**src/rtl/sup_pkg.sv**
```systemverilog
package sup_pkg;
  typedef enum logic [1:0] {
    HOLD_X1 = 2'd0,
    HOLD_X2 = 2'd1,
    HOLD_X4 = 2'd2,
    HOLD_X8 = 2'd3
  } hold_sel_e;

  localparam int unsigned HOLD_MAX_MULT = 8;
endpackage

```
**src/rtl/sup_sync.sv**
```systemverilog
module sup_sync #(
  parameter int unsigned W = 1,
  parameter logic [W-1:0] RST_VAL = '0
) (
  input  logic         clk_i,
  input  logic         rst_ni,
  input  logic [W-1:0] d_i,
  output logic [W-1:0] q_o
);
  logic [W-1:0] s1_q, s2_q;

  always_ff @(posedge clk_i or negedge rst_ni) begin
    if (!rst_ni) begin
      s1_q <= RST_VAL;
      s2_q <= RST_VAL;
    end else begin
      s1_q <= d_i;
      s2_q <= s1_q;
    end
  end

  assign q_o = s2_q;
endmodule

```
**src/rtl/sup_glitch_filt.sv**
```systemverilog
module sup_glitch_filt #(
  parameter int unsigned CYC = 50
) (
  input  logic clk_i,
  input  logic rst_ni,
  input  logic low_i,
  output logic act_o
);
  localparam int unsigned CNT_W = $clog2(CYC + 1);

  logic [CNT_W-1:0] cnt_q;
  logic             act_q;

  always_ff @(posedge clk_i or negedge rst_ni) begin
    if (!rst_ni) begin
      cnt_q <= '0;
      act_q <= 1'b0;
    end else if (!low_i) begin
      cnt_q <= '0;
      act_q <= 1'b0;
    end else if (!act_q) begin
      if (cnt_q == CNT_W'(CYC - 1)) act_q <= 1'b1;
      else                          cnt_q <= cnt_q + 1'b1;
    end
  end

  assign act_o = act_q;

  // filter output may only rise after a sustained low input
  assert_filter_sustained_R8: assert property (@(posedge clk_i) disable iff (!rst_ni)
    $rose(act_q) |-> $past(low_i));
endmodule

```
**src/rtl/sup_wdog.sv**
```systemverilog
module sup_wdog #(
  parameter int unsigned TICKS = 1600
) (
  input  logic clk_i,
  input  logic rst_ni,
  input  logic tick_i,
  input  logic en_i,
  input  logic wdi_s_i,
  input  logic hold_i,
  output logic exp_o
);
  localparam int unsigned WD_W = $clog2(TICKS + 1);

  logic [WD_W-1:0] cnt_q;
  logic            wdi_d_q;
  logic            clr;

  always_ff @(posedge clk_i or negedge rst_ni) begin
    if (!rst_ni) wdi_d_q <= 1'b0;
    else         wdi_d_q <= wdi_s_i;
  end

  // either edge services; held while reset/button active or disabled
  assign clr   = hold_i | ~en_i | (wdi_s_i ^ wdi_d_q);
  assign exp_o = tick_i & ~clr & (cnt_q == WD_W'(TICKS - 1));

  always_ff @(posedge clk_i or negedge rst_ni) begin
    if (!rst_ni)     cnt_q <= '0;
    else if (clr)    cnt_q <= '0;
    else if (exp_o)  cnt_q <= '0;
    else if (tick_i) cnt_q <= cnt_q + 1'b1;
  end

  assert_wd_held_clear_R6: assert property (@(posedge clk_i) disable iff (!rst_ni)
    hold_i |=> (cnt_q == '0));
  assert_wd_disabled_R7: assert property (@(posedge clk_i) disable iff (!rst_ni)
    !en_i |-> !exp_o);
endmodule

```
**src/rtl/sup_reset_ctrl.sv**
```systemverilog
module sup_reset_ctrl
  import sup_pkg::*;
#(
  parameter int unsigned N_UV        = 4,
  parameter bit          ACTIVE_HIGH = 1'b0,
  parameter int unsigned MR_FILT_CYC = 50,
  parameter int unsigned WD_TICKS    = 1600,
  parameter int unsigned HOLD_BASE   = 50
) (
  input  logic            clk_i,
  input  logic            rst_ni,
  input  logic            tick_i,
  input  logic [N_UV-1:0] uv_i,
  input  logic            mr_ni,
  input  logic            wdi_i,
  input  logic            wd_en_i,
  input  logic [1:0]      tsel_i,
  output logic            rst_o
);
  localparam int unsigned HOLD_W = $clog2(HOLD_BASE * HOLD_MAX_MULT + 1);

  logic [1:0]        sync_q;
  logic              mr_act, wd_exp, fault, rst_q;
  logic [HOLD_W-1:0] hcnt_q, hold_len;
  hold_sel_e         sel;

  sup_sync #(.W(2), .RST_VAL(2'b01)) i_sync (
    .clk_i (clk_i),
    .rst_ni(rst_ni),
    .d_i   ({wdi_i, mr_ni}),
    .q_o   (sync_q)
  );

  sup_glitch_filt #(.CYC(MR_FILT_CYC)) i_filt (
    .clk_i (clk_i),
    .rst_ni(rst_ni),
    .low_i (~sync_q[0]),
    .act_o (mr_act)
  );

  sup_wdog #(.TICKS(WD_TICKS)) i_wdog (
    .clk_i  (clk_i),
    .rst_ni (rst_ni),
    .tick_i (tick_i),
    .en_i   (wd_en_i),
    .wdi_s_i(sync_q[1]),
    .hold_i (rst_q | mr_act),
    .exp_o  (wd_exp)
  );

  assign sel      = hold_sel_e'(tsel_i);
  assign hold_len = HOLD_W'(HOLD_BASE) << sel;
  assign fault    = (|uv_i) | mr_act;

  always_ff @(posedge clk_i or negedge rst_ni) begin
    if (!rst_ni) begin
      rst_q  <= 1'b1;
      hcnt_q <= '0;
    end else if (fault || wd_exp) begin
      rst_q  <= 1'b1;
      hcnt_q <= '0;
    end else if (rst_q && tick_i) begin
      if (hcnt_q == hold_len - 1'b1) begin
        rst_q  <= 1'b0;
        hcnt_q <= '0;
      end else begin
        hcnt_q <= hcnt_q + 1'b1;
      end
    end
  end

  generate
    if (ACTIVE_HIGH) begin : g_pol_hi
      assign rst_o = rst_q;
    end else begin : g_pol_lo
      assign rst_o = ~rst_q;
    end
  endgenerate

  assert_uv_asserts_R1: assert property (@(posedge clk_i) disable iff (!rst_ni)
    (|uv_i) |=> rst_q);
  assert_mr_holds_R2: assert property (@(posedge clk_i) disable iff (!rst_ni)
    mr_act |=> rst_q);
  assert_release_on_tick_R3: assert property (@(posedge clk_i) disable iff (!rst_ni)
    $fell(rst_q) |-> $past(tick_i) && !$past(fault));
  assert_hold_in_range_R4: assert property (@(posedge clk_i) disable iff (!rst_ni)
    hcnt_q < hold_len || $changed(tsel_i));
endmodule

```
**config.mk**
```make
export PLATFORM = sky130hd
export DESIGN_NAME = sup_reset_ctrl
export DESIGN_NICKNAME = d
export VERILOG_FILES = /design/src/rtl/sup_pkg.sv /design/src/rtl/sup_sync.sv /design/src/rtl/sup_glitch_filt.sv /design/src/rtl/sup_wdog.sv /design/src/rtl/sup_reset_ctrl.sv
export SDC_FILE = /design/constraint.sdc
export NUM_CORES = 1
export LEC_CHECK = 0
export BUFFER_PORTS_ARGS = -buffer_cell sky130_fd_sc_hd__buf_2
export CORE_MARGIN = 10
export CORE_UTILIZATION = 50
export DETAILED_ROUTE_END_ITERATION = 8
export GPL_ROUTABILITY_DRIVEN = 0
export PLACE_DENSITY = 0.72
export SYNTH_ARGS = -nofsm -noshare
export SYNTH_HDL_FRONTEND = slang
export SYNTH_SLANG_ARGS = --single-unit
```
**constraint.sdc**
```tcl
create_clock -name clk_i -period 2 [get_ports clk_i]
set_clock_uncertainty 0.1 [all_clocks]
set_input_delay 0.2 -clock clk_i [delete_from_list [all_inputs] [get_ports clk_i]]
set_output_delay 0.2 -clock clk_i [all_outputs]
set_load 0.02 [all_outputs]
```
## Word level (Yosys, flattened, before mapping)

Index checks and enable logic that the tools add are counted.

| cells by class | value |
|---|---|
| add/subtract/negate cells | 4 |
| eq/ne operators | 5 |
| shift operators | 1 |
| muxes and demuxes | 15 |
| bitwise logic cells | 10 |
| reductions and logical operators | 8 |

Operators by type and width:

| cell | number |
|---|---|
| 11-bit two-way mux | 3 |
| 9-bit two-way mux | 3 |
| 6-bit two-way mux | 3 |
| 11-bit by 1-bit adder with 11-bit output (second input constant) | 1 |
| 11-bit equality test (second input constant) | 1 |
| 9-bit by 1-bit adder with 9-bit output (second input constant) | 1 |
| 9-bit equality test | 1 |
| 6-bit by 2-bit << shifter with 9-bit output (first input constant) | 1 |
| 9-bit by 1-bit subtractor with 9-bit output (second input constant) | 1 |
| 6-bit by 1-bit adder with 6-bit output (second input constant) | 1 |
| 6-bit equality test (second input constant) | 1 |
| 1-bit two-way mux | 6 |
| 2-bit inequality test (second input constant) | 2 |
| 1-bit bitwise OR | 4 |
| 2-bit AND reduction | 2 |
| 2-bit nonzero test | 2 |
| 4-bit OR reduction | 1 |
| 1-bit inverter | 3 |
| 3-bit nonzero test | 1 |
| 1-bit bitwise AND | 2 |
| 1-bit logical AND | 1 |
| 1-bit logical OR | 1 |
| 1-bit bitwise XOR | 1 |

| storage, ports and cells | value |
|---|---|
| bits in registers | 33 |
| bits of input ports | 12 |
| output and inout bits | 1 |
| logic and storage cells | 51 |

## Longest topological paths before layout

Gate-level depths: netlist of run 1.

| logic depth | value |
|---|---|
| depth after elaboration | 9 |
| mapped depth | 7 |
| depth with buffers taken out | 7 |

## Cells and area by module

A second synthesis of run 1 with hierarchy kept.

| unflattened totals | value |
|---|---|
| cell total of the unflattened synthesis | 190 |
| area, all modules | 1875.5 sq um |

By module, submodules not included:

| module | times used | cells an instance | area an instance (sq um) | sequential area each (sq um) |
|---|---|---|---|---|
| sup_reset_ctrl | 1 | 77 | 704.4 | 251.5 |
| sup_wdog | 1 | 70 | 666.9 | 300.3 |
| sup_glitch_filt | 1 | 39 | 401.6 | 175.2 |
| sup_sync | 1 | 4 | 102.6 | 102.6 |

## Worst setup path before layout of run 1

OpenSTA, ideal clock, no wires.

| timing path | value |
|---|---|
| path kind | register to register |
| from | reg i_wdog.cnt_q[7] |
| to | reg i_wdog.cnt_q[0] |
| setup time | 0.125 ns |
| arrival time | 1.624 ns |
| data required time | 1.775 ns |
| setup slack | 0.151 ns |
| stages on the path, launching flop included | 6 |
| path buffers | 1 |
| clock period less this slack | 1.849 ns |
| cells stage by stage | dfrtp_1 -> nand2b_1 -> or4_4 -> o211a_4 -> buf_6 -> mux2_2 |

| on the way | value |
|---|---|
| word-level cells in the longest chain between the ends | 4 |
| elaborated cells between the ends (all ways) | 5 |
| classes of those cells | 1 x eq/ne; 2 x mux; 1 x bitwise; 1 x reduce/logical |

RTL lines:

| item | RTL line | source |
|---|---|---|
| start, declared | sup_wdog.sv:14 | `logic [WD_W-1:0] cnt_q;` |
| start signal, assigned | sup_wdog.sv:31 | `else if (tick_i) cnt_q <= cnt_q + 1'b1;` |
| 11-bit equality test (*) | sup_wdog.sv:25 | `assign exp_o = tick_i & ~clr & (cnt_q == WD_W'(TICKS - 1));` |
| 1-bit bitwise AND (*) | sup_wdog.sv:25 |  |
| 11-bit two-way mux | sup_wdog.sv:30 | `else if (exp_o) cnt_q <= '0;` |
| 11-bit two-way mux | sup_wdog.sv:29 | `else if (clr) cnt_q <= '0;` |

Mark *: on every way between the ends. The rest lies on a longest branch, timed or not.
A chain may end at the register's enable or synchronous reset.

## Worst setup path in the final report of run 1

| timing path | value |
|---|---|
| from | reg i_wdog.cnt_q[7] |
| to | reg i_wdog.cnt_q[3] |

Same word-level chain as after synthesis.

==> out/summary.md, run 1 <==
For this design the ratio of total power to cell area is 590 mW/mm2. The startpoint of the most critical hold path was tick_i. The initial utilization of the core area, before any placement, comes to 51.5%.

The wire length of the first global-routing pass is 6080 um, and the data required time at the worst endpoint is 2.12 ns. The run gives 1376 as the via count of the first global-routing pass. The synthesized netlist contains 36 unique library cells. Number of failing hold endpoints at the final stage: 0.

In the synthesized netlist, the cells that appear most often are 30 x dfrtp_1, 29 x nor2_1, 17 x nand2_1. Count of filler cells inserted in the layout: 300. For the setup slack after layout, the log shows 0.105 ns.

The worst register-to-register path ends at i_wdog.cnt_q[3]. The largest fanout on the critical path was 14. The share of total power dissipated in the clock network is 34.0%.

The number of synthesized flops with an enable pin is 0, and the post-detailed-route via-to-cell ratio is 5.53. The cell row count was 21. The signal on the critical path passes through nand2b_1 -> or4_4 -> o211a_4 -> a41oi_1 -> a31oi_1. The worst setup path is of the flip-flop to flip-flop kind. The cell at the slowest stage of the critical path was or4_4. For this design the top-level I/O count stands at 13.

The tools report the share of power burned in combinational logic as 6.1%. The total leakage power came out at 0.856 nW. The tools report the buffer levels on the longest clock path as 2. The flow ran to the end, and the final reports show no timing, DRC or antenna violations. During synthesis, Yosys emitted a total of 0 warnings. Clock-pin slew was measured on the worst setup and hold paths at 0.09 ns. The maximum cell stage delay along the critical path works out to 0.46 ns.

The y dimension of the die was 78.6 um. The run gives 2.02 ns as the worst path arrival time. After technology mapping, the gate count stands at 179. Summed over all layers, the routed wires come to 3410 um.

The count of final setup violators is 0, and the remaining number of nets flagged by the antenna check after routing is 0. The pin slew with the least headroom to its limit is 0.711 ns, and the worst vdd rail ir drop is 0.000416 V. The most used flip-flop cell after synthesis is dfrtp_1. The synthesized area per cell is 9.60 um2, and the largest net degree at the start of global routing is 34.

The share of async-settable or async-resettable flops after synthesis is 100%, and the footprint of the multi-input gates is 853 um2. Register bit count reported by yosys: 33. The reg-to-reg setup timing slack was 0.10 ns. In the final timing run, aggregate negative setup slack is 0 ns. The worst setup path is captured at a flip-flop. At the later pin of the worst-skew pair, clock insertion delay measures 0.35 ns. By area the synthesized netlist is led by dfrtp_1 44%, nor2_1 6.3%, dfstp_2 4.6%. Sequential elements use 48.3% of the synthesized area. Path type of the worst min-delay path: input pin to flip-flop.

TritonCTS built the clock tree. The die outline area was 0.00618 mm2. Setup repair after global routing left no endpoint under its margin.

By instance count, the leading cell after synthesis is dfrtp_1. After the last flow step, the layout net total stands at 222. The reported max-cap violation count is 0, and the wire length per cell after detailed routing is 13.6 um. For the area of the core, the log shows 0.00334 mm2.

The path with the worst hold slack has its endpoint at i_wdog.cnt_q[2]. The tools report the DRC violation count after routing as 0. The analysis attributes to net switching a power of 0.000268 W. The share of synthesized area in the top cell type comes to 43.7%. Counting every sink on the clock net gives 33. After synthesis the cells add up to 0.00172 mm2. The startpoint of the most critical register-to-register path was i_wdog.cnt_q[7]. Of the cells placed in the final design, the portion with a size suffix greater than 1 is 16.1%. The final-report max-slew violation count was 0; the clock period minus worst slack was 1.90 ns. Synthesis produced a netlist with a net count of 197. The tools report the clock root buffer as clkbuf_4. The worst setup path is launched from a flip-flop.

The first-iteration detailed-routing DRC count was 104. The run gives 2470 um as the HPWL after detailed placement. The tools report the total via count after detailed routing as 1387. The count of buffers added on input and output ports is 12. The sequential cells in the finished layout cover a total of 830 um2. The residual overflow from global routing came out at 0. The logic depth of the worst register-to-register path works out to 5. The hold path depth was 4; the design internal power was 0.000882 W. Based on the critical path, the design can be clocked at up to 0.528 GHz. The die width was 78.6 um; the net switching fraction of the power was 23.3%.

The tools report the sequential share of power as 59.9%. The initial antenna violation count was 0. Most area-hungry cell type in the Yosys netlist: dfrtp_1. Headroom to the max-slew limit came out at 52.6%. The worst path uses 94.8% of the clock period. The number of buffers inserted by post-CTS setup repair was 0. The number of optimization iterations in the first detailed-route pass is 4. Total routing resource utilization after global routing: 12.2%.

CTS built an H-tree with a depth of 2. The final antenna diode count is 0, and the worst setup timing slack at the placement stage is 0.0334 ns. Counting the buffers created by CTS gives 5.

Compared with the post-synthesis result, the final layout area differs by 13.5%.
[layout make-up]
| class | count | share of cell area (%) |
|---|---|---|
| flip-flops and latches | 33 | 42.6 |
| clock buffers | 8 | 3.02 |
| well taps | 46 | 2.95 |
| inverters | 6 | 1.16 |
| multi-input cells | 138 | 43.8 |
| repair buffers | 20 | 6.55 |
[worst max-delay path, delay by kind of cell, from the launching register on]
family | cells | cell delay, ns
AOI/OAI and AO/OA | 3 | 0.61
DFF | 1 | 0.44
and+or+nand+nor | 2 | 0.63
[power by group through the flow]
stage | combinational [W] | sequential, W | clock [W]
finish | 0.0000704 | 0.000688 | 0.000391
global route | 0.0000815 | 0.000690 | 0.000431
CTS | 0.0000721 | 0.000689 | 0.000405
detailed placement | 0.0000674 | 0.000701 | 0
global placement | 0.0000637 | 0.000701 | 0
floorplan | 0.0000310 | 0.000699 | 0
[logic make-up after synthesis]
group	count (synthesis)	synth area share [%]
AO/OA/AOI/OAI	30	12.3
XOR/XNOR	10	5.10
adder cells (fa/ha/maj)	6	4.37
buffers and inverters	8	2.18
flip-flops	33	48.3
multiplexers	3	1.82
AND/OR/NAND/NOR	89	25.9
[state kept, by name (all words and copies together) (netlist names)]
signal,flops
i_sync.s1_q,2
rst_q,1
i_wdog.cnt_q,11
i_wdog.wdi_d_q,1
i_filt.cnt_q,6
hcnt_q,9
i_filt.act_o,1
i_sync.q_o,2
[what timing repair did]
action,4_1_cts,5_1_grt
endpoints found under the setup margin,0,5
endpoints found under the hold margin,32,0
hold buffers,3,0
gates resized for setup,0,1
[through the flow]
stage	power [W]	util, %	hold WS, ns	area [um2]	cells
finish	0.00115	58.4	0.172	1950	251
detailed placement	0.000769	55.7	0.197	1860	240
CTS	0.00117	58.3	0.158	1950	251
global placement	0.000764	55.7	0.187	1860	240
global route	0.00120	58.4	0.186	1950	251
floorplan	0.000730	-	-0.196	1720	179
[layout by cell type (no fill, tap or decap), types with 3 or more instances in the layout]
| cell type | instances |
|---|---|
| dfrtp_1 | 30 |
| nor2_1 | 28 |
| nand2_1 | 17 |
| nand3_1 | 14 |
| buf_2 | 12 |
| a21oi_1 | 9 |
| a31oi_1 | 7 |
| inv_1 | 6 |
| xor2_1 | 6 |
| ha_1 | 6 |
| nor4_1 | 5 |
| o21ai_0 | 5 |
| clkbuf_4 | 5 |
| buf_4 | 5 |
| xnor2_1 | 4 |
| and3_1 | 4 |
| a41oi_1 | 3 |
| or4_1 | 3 |
| nor3_1 | 3 |
| dlygate4sd3_1 | 3 |
| dfstp_2 | 3 |
[layer usage]
metal	wire length (um)	vias up	track usage [%]	part of all wire (%)
met3	133	5	3.99	3.9
li1	-	687	-	-
met4	59	0	5.91	1.7
met2	1730	21	20.3	51
met5	0	-	0	0
met1	1480	674	13.7	44
[how the worst max path moves through the flow]
stage	cells after the start	slack, ns	start	to
final	5	0.10	i_wdog.cnt_q[7]	i_wdog.cnt_q[3]
after global routing	6	0.005	i_wdog.cnt_q[0]	hcnt_q[2]
after CTS	5	0.09	hcnt_q[2]	hcnt_q[7]
after detailed placement	8	0.03	tsel_i[1]	hcnt_q[2]
after global placement	8	0.07	tsel_i[1]	hcnt_q[2]
after floorplan	5	0.15	i_wdog.cnt_q[7]	i_wdog.cnt_q[0]
(Power assumes the default switching activity.)
==> inputs of run 2 (changes only) <==
==> constraint.sdc (replaced) <==
create_clock -name clk_i -period 2 [get_ports clk_i]
set_clock_uncertainty 0.1 [all_clocks]
set_input_delay 0.1 -clock clk_i [delete_from_list [all_inputs] [get_ports clk_i]]
set_output_delay 0.1 -clock clk_i [all_outputs]
set_load 0.02 [all_outputs]
==> out/summary.md, run 2 (synthesis results as in run 1) <==
The flow ran to the end, and the final reports show no timing, DRC or antenna violations. Count of filler cells inserted in the layout: 313 (+4.3%). The sequential share of power was 57.9% (-2.0 points); the die width was 78.6 um (unchanged). The library cell used most frequently in the layout, excluding fill and tap cells, is dfrtp_1. The run gives 0.00618 mm2 (unchanged) as the die outline area. The logs give 0 (unchanged) for the number of failing hold endpoints at the final stage and 0.33 ns (-0.02 ns) for the clock latency reported for the late side of the worst-skew pair. The worst path arrival time is 2.00 ns (-0.02 ns), and the net switching fraction of the power is 23.2% (-0.13 points). The H-tree level count was 2 (unchanged). The tools report the remaining number of nets flagged by the antenna check after routing as 0 (unchanged). The remaining max-slew budget at the tightest pin was 52.7% (+0.082 points). The clock period minus worst slack was 1.89 ns (-0.00626 ns). The residual overflow from global routing came out at 0 (unchanged).

The logs give 51.5% (unchanged) for the effective utilization at floorplan and 0.869 nW (+1.5%) for the total leakage power. The total via count after detailed routing was 1409 (+1.6%). The I/O pin total is 13 (unchanged).

The y dimension of the die came out at 78.6 um (unchanged). The area growth from synthesis to layout works out to 15.7%. The number of buffers inserted during clock tree synthesis was 5 (unchanged). Leaving out fill and tap cells, the most frequent cells in the layout are 29 x dfrtp_1, 28 x nor2_1, 17 x nand2_1, 13 x nand3_1, 12 x buf_2. Total number of nets in the final design: 223 (+0.45%). More flip-flops sit in one register than any other, and that register is i_wdog.cnt_q. The final antenna diode count came out at 0 (unchanged). The initial antenna violation count came out at 0 (unchanged).

The footprint of the multi-input gates came out at 872 um2 (+2.2%). The tools report the largest net degree at the start of global routing as 34 (unchanged). The ratio of total power to cell area is 597 mW/mm2 (+1.3%), and the clock transition at the registers of the reported paths is 0.10 ns (about the same). Largest fanout on the critical path: 14 (unchanged). The tools report the share of power burned in combinational logic as 6.0% (about the same). The buffer levels on the longest clock path is 2 (unchanged), and the count of final setup violators is 0 (unchanged). The first-iteration detailed-routing DRC count is 109 (+4.8%), and the count of buffers inserted at the top-level ports is 12 (unchanged). The logs give 1431 (+4.0%) for the via count of the first global-routing pass and 0 (unchanged) for the DRC violation count after routing.

The run gives 0 ns (unchanged) as the final sum of negative setup slack. The total routing resource utilization after global routing was 12.6% (+0.42 points). Setup repair after global routing left no endpoint under its margin. The run gives 33 (unchanged) as the number of clock sinks seen by CTS. The post-detailed-route via-to-cell ratio was 5.59 (+1.2%). The logs give 0 (unchanged) for the reported max-cap violation count and 0.000392 V (-5.8%) for the worst vdd rail ir drop. The hold path depth works out to 4 (unchanged).

The min-delay analysis places its worst path in the category input pin to flip-flop. The largest registers in the layout are i_wdog.cnt_q x11, hcnt_q x9, i_filt.cnt_q x6. The pin slew with the least headroom to its limit came out at 0.710 ns (-0.00123 ns). The wire length per cell after detailed routing was 13.8 um (+1.3%); the cell row count was 21 (unchanged). The area of the core is 0.00334 mm2 (unchanged), and the logic depth of the worst register-to-register path is 5 (unchanged).

Flip-flop count of the largest register, all copies and words added: 11 (unchanged). For the final-report max-slew violation count, the log shows 0 (unchanged). The design internal power was 0.000912 W (+3.5%). The logs give 6320 um (+4.0%) for the wire length of the first global-routing pass and 2.11 ns (about the same) for the data required time at the worst endpoint. The tools report the HPWL after detailed placement as 2520 um (+2.1%).

For the fmax, the log shows 0.529 GHz (+0.33%). The sort of element at the start of the critical path is a flip-flop. The final clock period utilization by the worst path was 94.4% (-0.31 points); the worst hold margin was 0.0929 ns (-0.0793 ns). CTS placed an instance of clkbuf_4 at the clock tree root. The logs give 36.1% (+2.1 points) for the clock group share of total power and 0.000276 W (+2.7%) for the switching power total. The setup path with the least slack is of type flip-flop to flip-flop. TritonCTS built the clock tree. The tools report the number of optimization iterations in the first detailed-route pass as 4 (unchanged).

STA classifies the critical path endpoint as a flip-flop. The share of post-route cells with drive strength above 1 was 19.4% (+3.3 points); the final routed wirelength across all metal layers was 3470 um (+1.7%). Area occupied by registers: 831 um2 (+0.15%).
==> run 2: cell types whose count changed in the layout (fill, tap and decap cells not counted), sizes merged <==
cell | before | now
buf | 17 | 18
clkbuf | 8 | 7
clkinv | 0 | 1
==> run 2: repair_timing <==
item | in CTS | in global routing
resized for setup | 0 | 5
hold buffers | 3 | 0
buffers inserted | 0 | 2
endpoints found under the setup margin | 0 | 8
endpoints found under the hold margin | 32 | 0
==> run 2: path summary, 6_finish.rpt <==
kind                                 startpoint         endpoint  slack [ns]
min in group asynchronous                rst_ni        hcnt_q[5]        0.24
worst min-delay path                     tick_i  i_wdog.cnt_q[2]        0.09
worst max register to register  i_wdog.cnt_q[7]  i_wdog.cnt_q[3]        0.11
max in group asynchronous                rst_ni  i_wdog.cnt_q[7]        1.06
worst max-delay path            i_wdog.cnt_q[7]  i_wdog.cnt_q[3]        0.11
worst min register to register   i_sync.s1_q[1]    i_sync.q_o[1]        0.26
==> run 2: power groups by stage <==
stage / clock network (W) / registers (W) / logic [W]
after floorplan: 0 / 0.000699 / 0.0000310
after global placement: 0 / 0.000701 / 0.0000631
after detailed placement: 0 / 0.000701 / 0.0000652
after CTS: 0.000444 / 0.000688 / 0.0000704
after global routing: 0.000476 / 0.000691 / 0.0000821
final: 0.000429 / 0.000688 / 0.0000708
==> run 2: critical path: stages (launching register included) <==
cell	delay (ns)
dfrtp_2	0.45
nand2b_1	0.15
or4_4	0.45
o211a_4	0.33
a41oi_1	0.23
a31oi_1	0.07
==> run 2: per-layer routing <==
| metal | part of all wire (%) | global-route usage [%] | up-vias |
|---|---|---|---|
| met5 | 0 | 0 | - |
| met3 | 4.4 | 4.10 | 10 |
| met1 | 43 | 14.3 | 686 |
| met4 | 2.1 | 5.73 | 0 |
| met2 | 51 | 21.1 | 23 |
| li1 | - | - | 690 |
==> run 2: cell type report <==
type / instances / area share [%]
flip-flops and latches: 33 / 41.8
well taps: 46 / 2.89
multi-input cells: 138 / 43.9
clock buffers: 7 / 3.27
clock inverters: 1 / 0.252
inverters: 6 / 1.13
repair buffers: 21 / 6.80
==> run 2: through the flow <==
stage	area [um2]	cells	total power (W)	util (%)	setup WS, ns
3_3_place_gp	1850	239	0.000764	55.5	0.0847
3_5_place_dp	1850	239	0.000766	55.5	0.0357
2_1_floorplan	1720	179	0.000730	-	0.151
5_1_grt	1990	252	0.00125	59.6	0.00273
4_1_cts	1950	250	0.00120	58.5	0.0338
6_report	1990	252	0.00119	59.6	0.111
==> inputs of run 3 (changes only) <==
CTS_BUF_LIST = sky130_fd_sc_hd__clkbuf_8 sky130_fd_sc_hd__clkbuf_16   (was not set)
==> out/summary.md, run 3 (synthesis results as in run 1) <==
Counting flops per register, the top entry is i_wdog.cnt_q. The y dimension of the die works out to 78.6 um (unchanged). The DRC violation count after routing is 0 (unchanged), and the cell row count is 21 (unchanged). The die width is 78.6 um (unchanged). The clock latency reported for the late side of the worst-skew pair is 0.28 ns (-0.05 ns), and the count of final setup violators is 0 (unchanged).

Final routed wirelength across all metal layers: 3450 um (-0.32%). The path class of the tightest hold or removal check is input pin to flip-flop. The area of the core came out at 0.00334 mm2 (unchanged). The run gives 0.00618 mm2 (unchanged) as the die outline area. The wire length of the first global-routing pass came out at 6250 um (-1.1%). The logs give 0.00130 W (+9.7%) for the post-route total power and 0.531 GHz (+0.31%) for the fmax. The pin slew with the least headroom to its limit came out at 0.724 ns (+0.0145 ns). TritonCTS built the clock tree. Final clock period utilization by the worst path: 94.2% (-0.29 points). For the H-tree level count, the log shows 2 (unchanged). The commonest non-fill, non-tap cell in the layout is dfrtp_1.

The tools report the clock root buffer as clkbuf_8. For the count of filler cells inserted in the layout, the log shows 305 (-2.6%). The clock period minus worst slack was 1.88 ns (-0.00577 ns).

The tools report the total number of nets in the final design as 223 (unchanged). I/O pin total: 13 (unchanged). The tools report the worst setup timing slack at the placement stage as 0.0357 ns (unchanged). The tools report the residual overflow from global routing as 0 (unchanged). STA classifies the critical path startpoint as a flip-flop. For the worst path arrival time, the log shows 1.95 ns (-0.05 ns). The run gives 34 (unchanged) as the largest net degree at the start of global routing.

The clock transition at the registers of the reported paths was 0.07 ns (-0.03 ns). The final-report max-slew violation count was 0 (unchanged). The number of optimization iterations in the first detailed-route pass was 4 (unchanged); the largest fanout on the critical path was 9 (-5). In the final layout, the registers with the most flip-flops are i_wdog.cnt_q x11, hcnt_q x9, i_filt.cnt_q x6.

The post-detailed-route via-to-cell ratio was 5.52 (-1.2%); the remaining max-slew budget at the tightest pin was 51.7% (-0.97 points). The run gives 0 (unchanged) as the final antenna diode count. The run gives 5 (unchanged) as the number of buffers inserted during clock tree synthesis. The data required time at the worst endpoint is 2.06 ns (-0.05 ns). The HPWL after detailed placement is 2520 um (unchanged). For the remaining number of nets flagged by the antenna check after routing, the log shows 0 (unchanged). For the effective utilization at floorplan, the log shows 51.5% (unchanged).

STA classifies the critical path endpoint as a flip-flop. The worst vdd rail ir drop was 0.000450 V (+15%). The tools report the buffer levels on the longest clock path as 2 (unchanged). The flip-flop count of the largest register, all copies and words added was 11 (unchanged). The total leakage power is 0.882 nW (+1.5%), and the reported max-cap violation count is 0 (unchanged). The run finished with clean final reports. The critical path is of the flip-flop to flip-flop type.

The library cells used most frequently in the layout, excluding fill and tap cells, are 29 x dfrtp_1, 28 x nor2_1, 17 x nand2_1, 14 x nand3_1, 12 x buf_2. The total via count after detailed routing came out at 1392 (-1.2%). The tools report the worst hold margin as 0.136 ns (+0.0434 ns).

The logs give 1412 (-1.3%) for the via count of the first global-routing pass and 0 ns (unchanged) for the final sum of negative setup slack. First-iteration detailed-routing DRC count: 88 (-19%). Compared with the post-synthesis result, the final layout area differs by 16.9%. The setup slack after layout is 0.117 ns (+0.00577 ns).

The initial antenna violation count was 0 (unchanged); the end-of-flow core utilization was 60.2% (+0.60 points). The ratio of total power to cell area came out at 649 mW/mm2 (+8.6%). The wire length per cell after detailed routing was 13.7 um (-0.32%); the number of clock sinks seen by CTS was 33 (unchanged).

The share of post-route cells with drive strength above 1 came out at 18.4% (-0.97 points). The count of buffers inserted at the top-level ports is 12 (unchanged), and the total routing resource utilization after global routing is 12.4% (-0.14 points). Number of failing hold endpoints at the final stage: 0 (unchanged).
run 3: final cells by class:
cell class / count / area, um2 / share of cell area, %
Multi-Input combinational cell: 138 / 861 / 42.9
Sequential cell: 33 / 831 / 41.4
Clock inverter: 1 / 5.00 / 0.249
Inverter: 6 / 22.5 / 1.12
Timing Repair Buffer: 21 / 135 / 6.73
Clock buffer: 7 / 96.3 / 4.80
Tap cell: 46 / 57.6 / 2.87
run 3: path summary, 6_finish.rpt:
| kind | from | end | slack [ns] | depth (start not counted) |
|---|---|---|---|---|
| worst max-delay path | i_wdog.cnt_q[0] | hcnt_q[5] | 0.12 | 7 |
| worst min-delay path | tick_i | i_wdog.cnt_q[2] | 0.14 | 4 |
| worst max register to register | i_wdog.cnt_q[0] | hcnt_q[5] | 0.12 | 7 |
| worst min register to register | i_sync.s1_q[1] | i_sync.q_o[1] | 0.25 | 0 |
| max in group asynchronous | rst_ni | i_wdog.cnt_q[7] | 0.98 | 2 |
| min in group asynchronous | rst_ni | hcnt_q[5] | 0.30 | 2 |
run 3: critical path, cell delays in order, from the launching register on:
cell	delay (ns)
dfrtp_1	0.40
ha_1	0.22
and4_1	0.26
nand3_1	0.17
o31ai_4	0.25
buf_4	0.19
o21bai_1	0.12
a31oi_1	0.05
run 3: metrics by stage:
step           cell area (um2)  instances
6_report                  2010        252
5_1_grt                   2010        252
4_1_cts                   1980        250
3_5_place_dp              1850        239
3_3_place_gp              1850        239
2_1_floorplan             1720        179
run 3: where the power goes:
part           switching (W)  internal [W]  total (W)
clock               0.000233      0.000311   0.000544
sequential        0.00000922      0.000680   0.000689
combinational      0.0000408     0.0000296  0.0000704
total               0.000283       0.00102    0.00130
run 3: layer usage:
metal,vias to the layer above,wire (um),track usage [%]
li1,686,-,-
met1,680,1530,14.3
met2,19,1740,20.6
met3,7,124,3.76
met4,0,63,6.27
met5,-,0,0
run 3: what timing repair did:
item,CTS,global route
hold buffers,3,0
setup endpoints to repair,0,8
hold endpoints to repair,32,0
resized for setup,0,3
buffers inserted,0,2
